**src/rtl/dramc_pkg.sv**
```systemverilog
package dramc_pkg;
  typedef enum logic [2:0] {
    ST_IDLE, ST_ROW, ST_COL, ST_CAS, ST_RCAS, ST_RHOLD
  } seq_state_t;

  localparam logic [1:0] CFG_WIN0 = 2'd0;
  localparam logic [1:0] CFG_WIN1 = 2'd1;
  localparam logic [1:0] CFG_RPER = 2'd2;
  localparam logic [1:0] CFG_CTRL = 2'd3;

  localparam int LANES = 2;
endpackage

```
**src/rtl/dramc_regs.sv**
```systemverilog
module dramc_regs import dramc_pkg::*; #(
  parameter int NBANK = 2,
  parameter int MW    = 8,
  parameter int CFG_W = 16,
  parameter int HW    = 4
) (
  input  logic                      clk,
  input  logic                      rst_n,
  input  logic                      cfg_we,
  input  logic [1:0]                cfg_addr,
  input  logic [CFG_W-1:0]          cfg_wdata,
  output logic [NBANK-1:0][MW-1:0]  win_base,
  output logic [NBANK-1:0][MW-1:0]  win_mask,
  output logic [NBANK-1:0]          bank_en,
  output logic [CFG_W-1:0]          ref_period,
  output logic [HW-1:0]             ref_hold
);
  for (genvar b = 0; b < NBANK; b++) begin : g_win
    always_ff @(posedge clk) begin
      if (!rst_n) begin
        win_base[b] <= '0;
        win_mask[b] <= '0;
      end else if (cfg_we && cfg_addr == 2'(b)) begin
        win_base[b] <= cfg_wdata[MW-1:0];
        win_mask[b] <= cfg_wdata[2*MW-1:MW];
      end
    end
  end

  always_ff @(posedge clk) begin
    if (!rst_n) begin
      bank_en    <= '0;
      ref_period <= '0;
      ref_hold   <= '0;
    end else if (cfg_we) begin
      if (cfg_addr == CFG_RPER) ref_period <= cfg_wdata;
      if (cfg_addr == CFG_CTRL) begin
        bank_en  <= cfg_wdata[NBANK-1:0];
        ref_hold <= cfg_wdata[NBANK+HW-1:NBANK];
      end
    end
  end
endmodule

```
**src/rtl/dramc_decode.sv**
```systemverilog
module dramc_decode #(
  parameter int NBANK = 2,
  parameter int MW    = 8
) (
  input  logic                     clk,
  input  logic                     rst_n,
  input  logic [MW-1:0]            addr_top,
  input  logic [NBANK-1:0][MW-1:0] win_base,
  input  logic [NBANK-1:0][MW-1:0] win_mask,
  input  logic [NBANK-1:0]         bank_en,
  output logic [NBANK-1:0]         hit_sel
);
  logic [NBANK-1:0] hit_raw;

  for (genvar b = 0; b < NBANK; b++) begin : g_cmp
    assign hit_raw[b] = bank_en[b] && (((addr_top ^ win_base[b]) & win_mask[b]) == '0);
  end

  // lowest-numbered bank wins
  assign hit_sel = hit_raw & (~hit_raw + NBANK'(1));

  assert_single_bank_R2: assert property (@(posedge clk) disable iff (!rst_n)
    $onehot0(hit_sel) && ((hit_sel & ~bank_en) == '0));
endmodule

```
**src/rtl/dramc_refresh_timer.sv**
```systemverilog
module dramc_refresh_timer #(
  parameter int PER_W = 16
) (
  input  logic             clk,
  input  logic             rst_n,
  input  logic [PER_W-1:0] period,
  output logic             tick
);
  logic [PER_W-1:0] cnt;

  always_ff @(posedge clk) begin
    if (!rst_n) begin
      cnt  <= '0;
      tick <= 1'b0;
    end else if (period == '0) begin
      cnt  <= '0;
      tick <= 1'b0;
    end else if (cnt == '0) begin
      cnt  <= period;
      tick <= 1'b0;
    end else if (cnt == PER_W'(1)) begin
      cnt  <= period;
      tick <= 1'b1;
    end else begin
      cnt  <= cnt - PER_W'(1);
      tick <= 1'b0;
    end
  end

  assert_off_no_tick_R8: assert property (@(posedge clk) disable iff (!rst_n)
    (period == '0) |=> !tick);
  assert_tick_single_R8: assert property (@(posedge clk) disable iff (!rst_n)
    (tick && period != PER_W'(1)) |=> !tick);
endmodule

```
**src/rtl/dramc_seq.sv**
```systemverilog
module dramc_seq import dramc_pkg::*; #(
  parameter int NBANK = 2,
  parameter int MUX_W = 8,
  parameter int HW    = 4
) (
  input  logic             clk,
  input  logic             rst_n,
  input  logic             req_valid,
  output logic             req_ready,
  input  logic [MUX_W-1:0] req_row,
  input  logic [MUX_W-1:0] req_col,
  input  logic             req_write,
  input  logic [LANES-1:0] req_be,
  input  logic [NBANK-1:0] hit_sel,
  input  logic             ref_tick,
  input  logic [HW-1:0]    ref_hold,
  output logic             bus_ack,
  output logic [MUX_W-1:0] dram_addr,
  output logic [NBANK-1:0] ras_n,
  output logic [LANES-1:0] cas_n,
  output logic             dram_we_n
);
  seq_state_t       state;
  logic [NBANK-1:0] bank_q;
  logic [MUX_W-1:0] row_q, col_q;
  logic [LANES-1:0] be_q;
  logic             wr_q, ref_pend;
  logic [HW-1:0]    hcnt;
  logic             accept, in_access, in_refresh;
  logic [LANES-1:0] cas_act;

  assign req_ready  = (state == ST_IDLE) && !ref_pend;
  assign accept     = req_valid && req_ready;
  assign in_access  = (state == ST_ROW) || (state == ST_COL) || (state == ST_CAS);
  assign in_refresh = (state == ST_RCAS) || (state == ST_RHOLD);

  always_ff @(posedge clk) begin
    if (!rst_n) begin
      state    <= ST_IDLE;
      bank_q   <= '0;
      row_q    <= '0;
      col_q    <= '0;
      be_q     <= '0;
      wr_q     <= 1'b0;
      ref_pend <= 1'b0;
      hcnt     <= '0;
    end else begin
      ref_pend <= ref_tick || (ref_pend && state != ST_IDLE);
      unique case (state)
        ST_IDLE: begin
          if (ref_pend) begin
            state <= ST_RCAS;
          end else if (accept && hit_sel != '0) begin
            state  <= ST_ROW;
            bank_q <= hit_sel;
            row_q  <= req_row;
            col_q  <= req_col;
            be_q   <= req_be;
            wr_q   <= req_write;
          end
        end
        ST_ROW:  state <= ST_COL;
        ST_COL:  state <= ST_CAS;
        ST_CAS:  state <= ST_IDLE;
        ST_RCAS: begin
          state <= ST_RHOLD;
          hcnt  <= (ref_hold == '0) ? HW'(1) : ref_hold;
        end
        ST_RHOLD: begin
          if (hcnt <= HW'(1)) state <= ST_IDLE;
          else                hcnt  <= hcnt - HW'(1);
        end
        default: state <= ST_IDLE;
      endcase
    end
  end

  // lane 0 carries the upper byte, lane 1 the lower byte
  always_comb begin
    cas_act = '0;
    if (state == ST_CAS)  cas_act = {be_q[0], be_q[1]};
    else if (in_refresh)  cas_act = '1;
  end

  assign cas_n     = ~cas_act;
  assign ras_n     = ~(in_access ? bank_q : ((state == ST_RHOLD) ? {NBANK{1'b1}} : '0));
  assign dram_we_n = ~(in_access && wr_q);
  assign bus_ack   = (state == ST_CAS);
  assign dram_addr = ((state == ST_COL) || (state == ST_CAS)) ? col_q : row_q;

  assert_ack_pulse_R4: assert property (@(posedge clk) disable iff (!rst_n)
    bus_ack |=> !bus_ack);
  assert_row_before_col_R4: assert property (@(posedge clk) disable iff (!rst_n)
    bus_ack |-> (ras_n != '1) && ($past(ras_n) == ras_n) && ($past(cas_n) == '1));
  assert_cas_first_R9: assert property (@(posedge clk) disable iff (!rst_n)
    ((ras_n == '0) && ($past(ras_n) != '0)) |-> ($past(cas_n) == '0));
  assert_refresh_all_cas_R9: assert property (@(posedge clk) disable iff (!rst_n)
    (ras_n == '0) |-> (cas_n == '0) && dram_we_n && !bus_ack);
  assert_no_take_busy_R10: assert property (@(posedge clk) disable iff (!rst_n)
    (in_refresh || in_access) |-> !req_ready);
  assert_write_strobe_R6: assert property (@(posedge clk) disable iff (!rst_n)
    !dram_we_n |-> (ras_n != '1) && (ras_n != '0));
endmodule

```
**src/rtl/dram_bank_ctrl.sv**
```systemverilog
module dram_bank_ctrl import dramc_pkg::*; #(
  parameter int NBANK = 2,
  parameter int AW    = 24,
  parameter int MUX_W = 8,
  parameter int MW    = 8,
  parameter int CFG_W = 16,
  parameter int HW    = 4
) (
  input  logic             clk,
  input  logic             rst_n,
  input  logic             cfg_we,
  input  logic [1:0]       cfg_addr,
  input  logic [CFG_W-1:0] cfg_wdata,
  input  logic             req_valid,
  output logic             req_ready,
  input  logic [AW-1:1]    req_addr,
  input  logic             req_write,
  input  logic [LANES-1:0] req_be,
  output logic             bus_ack,
  output logic [MUX_W-1:0] dram_addr,
  output logic [NBANK-1:0] ras_n,
  output logic [LANES-1:0] cas_n,
  output logic             dram_we_n
);
  localparam int COL_LO = 1;
  localparam int ROW_LO = COL_LO + MUX_W;

  logic [NBANK-1:0][MW-1:0] win_base, win_mask;
  logic [NBANK-1:0]         bank_en, hit_sel;
  logic [CFG_W-1:0]         ref_period;
  logic [HW-1:0]            ref_hold;
  logic                     ref_tick;

  dramc_regs #(.NBANK(NBANK), .MW(MW), .CFG_W(CFG_W), .HW(HW)) u_regs (
    .clk(clk), .rst_n(rst_n), .cfg_we(cfg_we), .cfg_addr(cfg_addr),
    .cfg_wdata(cfg_wdata), .win_base(win_base), .win_mask(win_mask),
    .bank_en(bank_en), .ref_period(ref_period), .ref_hold(ref_hold));

  dramc_decode #(.NBANK(NBANK), .MW(MW)) u_dec (
    .clk(clk), .rst_n(rst_n), .addr_top(req_addr[AW-1 -: MW]),
    .win_base(win_base), .win_mask(win_mask), .bank_en(bank_en),
    .hit_sel(hit_sel));

  dramc_refresh_timer #(.PER_W(CFG_W)) u_tmr (
    .clk(clk), .rst_n(rst_n), .period(ref_period), .tick(ref_tick));

  dramc_seq #(.NBANK(NBANK), .MUX_W(MUX_W), .HW(HW)) u_seq (
    .clk(clk), .rst_n(rst_n), .req_valid(req_valid), .req_ready(req_ready),
    .req_row(req_addr[ROW_LO +: MUX_W]), .req_col(req_addr[COL_LO +: MUX_W]),
    .req_write(req_write), .req_be(req_be), .hit_sel(hit_sel),
    .ref_tick(ref_tick), .ref_hold(ref_hold), .bus_ack(bus_ack),
    .dram_addr(dram_addr), .ras_n(ras_n), .cas_n(cas_n), .dram_we_n(dram_we_n));
endmodule

```
**config.mk**
```make
export PLATFORM = sky130hd
export DESIGN_NAME = dram_bank_ctrl
export DESIGN_NICKNAME = d
export VERILOG_FILES = /design/src/rtl/dramc_pkg.sv /design/src/rtl/dramc_regs.sv /design/src/rtl/dramc_decode.sv /design/src/rtl/dramc_refresh_timer.sv /design/src/rtl/dramc_seq.sv /design/src/rtl/dram_bank_ctrl.sv
export SDC_FILE = /design/constraint.sdc
export NUM_CORES = 1
export LEC_CHECK = 0
export ABC_AREA = 1
export CELL_PAD_IN_SITES_DETAIL_PLACEMENT = 0
export CELL_PAD_IN_SITES_GLOBAL_PLACEMENT = 1
export CORE_MARGIN = 3
export CORE_UTILIZATION = 40
export CTS_CLUSTER_SIZE = 28
export DETAILED_ROUTE_END_ITERATION = 6
export DONT_BUFFER_PORTS = 1
export HOLD_SLACK_MARGIN = 0.02
export MAX_ROUTING_LAYER = met4
export PLACE_DENSITY_LB_ADDON = 0.15
export SYNTH_ARGS = -nofsm -noshare
export SYNTH_HDL_FRONTEND = slang
export SYNTH_HIERARCHICAL = 1
export SYNTH_SLANG_ARGS = --single-unit
```
**constraint.sdc**
```tcl
create_clock -name clk -period 3.7 [get_ports clk]
set_clock_uncertainty 0.15 [all_clocks]
set_input_delay 0.74 -clock clk [delete_from_list [all_inputs] [get_ports clk]]
set_output_delay 0.74 -clock clk [all_outputs]
set_load 0.05 [all_outputs]
```
==> metrics.csv <==
stage;metric;value;unit
run_status;outcome;finished, final reports clean;
place;dpl cell area;5360;um2
clocking;clock buffer depth;2;
layout;Area growth syn-to-layout;6.81;%
yosys;Synth top area share;37.8;%
sta;Setup TNS Final;0;ns
layout;# diodes;0;
sta;fin crit period;3.23;ns
place;Port Buffers;0;
clocking;postcts setup bufs;0;
global_routing;global-route wire length before repair;21300;um
power;Cell Pwr Density;683;nW/um2
layout;Layout Cell Area excl Fill;5660;um2
place;detailed placement HPWL;9090;um
yosys;Mapped Area;5300;um2
yosys;Seq cells post-synth;100;
sta;final cycle utilization of the critical path;87.3;%
clocking;cts hold-fix bufs;0;
sta;worst rel slew slack;35.3;%
yosys;ranking of synthesized cells by area;dfxtp_1 38%, nand2_1 17%, nor2_1 14%;
power;peak supply drop;306;uV
clocking;Clock transition at path regs;0.07;ns
clocking;Worst-Skew Late Latency;0.34;ns
power;Power Total;3.86;mW
yosys;cell count after synthesis;846;
yosys;Yosys cell types;36;
clocking;CTS tree;done;
yosys;register area share after synthesis;37.8;%
setup_path;CP Capture Type;primary output;
route;WL final;12700;um
sta;Fmax;310;MHz
clocking;H-tree lvl count;3;
power;static leakage;2.72;nW
floorplan;initial core utilization;41.5;%
yosys;Post-synth EDFFs;0;
global_routing;initial antenna violation count;0;
global_routing;number of global-route vias before repair;4440;
setup_path;slowest stage delay, CP;0.82;ns
route;1st-iter DRT viols;198;
worst_hold_path;Hold Crit Class;flop to flop;
route;First-pass DRT Iterations;4;
setup_path;crit path cell chain;inv_1 -> nand2_1 -> nor2_1 -> a21oi_1 -> buf_4;
sta;worst-margin pin slew;0.964;ns
clocking;CTS buffer count;9;
sta;final hold vios;0;
layout;share of cells above drive strength 1;7.54;%
floorplan;Die Area;14700;um2
place;GPL Wtd Cong;0.859;
sta;Setup Viol. Count Final;0;
floorplan;chip height;121;um
flow_run;MaxCap Viol Count;0;
floorplan;Core ar.;12800;um2
layout;final-stage net count;882;
clocking;Num Clock Sinks;100;
yosys;Yosys warnings;6;
global_routing;GRT Util Overall;18.7;%
yosys;Mapped Nets;898;
global_routing;gr ovfl total;0;
route;Via density;4.61;
sta;Slew Limit Fails;0;
route;residual DRC count;0;
yosys;Post-synth ARST share;0;%
yosys;Synth top cells by count;235 x nand2_1, 201 x nor2_1, 102 x inv_1;
floorplan;number of placed I/O pins;63;
route;Routed Antenna Nets;0;
setup_path;Slowest cell on crit path;nor2_1;
floorplan;Die Wd;121;um
setup_path;CP arrival;2.34;ns
setup_path;Setup crit start kind;flop;
yosys;Main synth FF type;dfxtp_1;
floorplan;num rows;41;
setup_path;buffers and inverters on the worst path;2;
setup_path;delay-heaviest family, CP;simple AND/OR/NAND/NOR gates;
yosys;syn_area_per_cell;6.26;um2
route;vias;4643;
clocking;CTS resizes;0;
setup_path;CP Max Fanout;12;
setup_path;Critical Path RT;2.81;ns
setup_path;kind of critical path;flop to primary output;
route;Wirelength per Cell;12.6;um
sta;RSZ-0062 raised after global routing;no;
global_routing;largest net degree at the start of global routing;80;
yosys;Synth area leader;dfxtp_1;
yosys;most numerous cell in the Yosys netlist;nand2_1;
clocking;root buf cell;clkbuf_16;
layout;utilization after layout;44.3;%
[cell families (layout without fill, tap and decap cells)]
group	count (synthesis)	count (layout)	share of synthesized area (%)
buf+inv	140	129	11.3
flops	100	100	37.8
simple gates	538	538	42.9
fa+ha+maj	4	4	0.945
xor+xnor	7	7	1.16
compound gates	57	57	5.84
[where the power goes]
| part | internal (mW) | total [mW] | switching, mW |
|---|---|---|---|
| logic | 0.498 | 1.56 | 1.07 |
| clock network | 0.545 | 0.949 | 0.404 |
| registers | 1.22 | 1.35 | 0.131 |
[cells in the final DEF, fill, tap and decap left out, types with 2 or more instances in the layout]
master and count:
nand2_2 7, a21oi_1 22, clkbuf_16 9, nand3b_1 5, nor2_1 200, a21oi_2 3, inv_1 102, ha_1 4
or2_1 4, nand3_1 55, xor2_1 5, nor2_2 18, dfxtp_1 100, o21ai_1 3, nand3_2 2, clkbuf_1 3
nand2_4 4, nor2_4 4, inv_2 4, nand2_1 235, o21ai_0 25, buf_4 5, xnor2_1 2
[layer usage]
| layer | global-route usage (%) | wire, um | vias to the layer above |
|---|---|---|---|
| li1 | - | - | 2509 |
| met1 | 22.7 | 5830 | 2032 |
| met2 | 29.9 | 5750 | 89 |
| met3 | 6.29 | 928 | 13 |
| met4 | 5.03 | 194 | 0 |
| met5 | - | 0 | - |
[stage by stage]
step / hold WS (ns) / setup WS (ns) / std cells
after floorplan: 0.263 / 0.821 / 846
after global placement: 0.289 / 0.907 / 991
after detailed placement: 0.288 / 0.839 / 991
after CTS: 0.304 / 0.450 / 1007
after global routing: 0.349 / 0.306 / 1007
final: 0.296 / 0.469 / 1007
[area by class of cell]
cell class / instances / area (um2)
Timing Repair Buffer: 5 / 37.5
Inverter: 108 / 408
Clock inverter: 3 / 46.3
Clock buffer: 13 / 250
Fill cell: 1371 / 7120
Sequential cell: 100 / 2000
Multi-Input combinational cell: 606 / 2700
Tap cell: 172 / 215
[worst reg2reg max path, delay by kind of cell (launching register included)]
| family | cells | cell delay, ns |
|---|---|---|
| buffers and inverters | 2 | 0.24 |
| DFF | 1 | 0.35 |
| AOI/OAI and AO/OA | 1 | 0.22 |
| and+or+nand+nor | 9 | 1.03 |
[final timing paths]
kind | startpoint | to | slack, ns | cells after the start
worst min register to register | u_tmr/tick$_SDFF_PP0_ | u_seq/ref_pend$_SDFF_PN0_ | 0.30 | 2
worst max register to register | u_regs/win_base[1]$_SDFFE_PN0P_ | u_seq/col_q[3]$_SDFFE_PN0P_ | 1.59 | 12
worst min-delay path | u_tmr/tick$_SDFF_PP0_ | u_seq/ref_pend$_SDFF_PN0_ | 0.30 | 2
worst max-delay path | u_seq/state[2]$_SDFFE_PN0P_ | cas_n[1] | 0.47 | 5
[flip-flops by register name, indices dropped and copies added (netlist names), 2 cells and up]
register and cells:
u_seq/col_q 8, u_seq/state 3, u_regs/ref_period 16, u_seq/be_q 2
u_seq/row_q 8, u_regs/win_mask 16, u_tmr/cnt 16, u_seq/hcnt 4
u_regs/win_base 16, u_regs/ref_hold 4, u_seq/bank_q 2, u_regs/bank_en 2
Note: power is estimated with default switching activity, not from simulation.
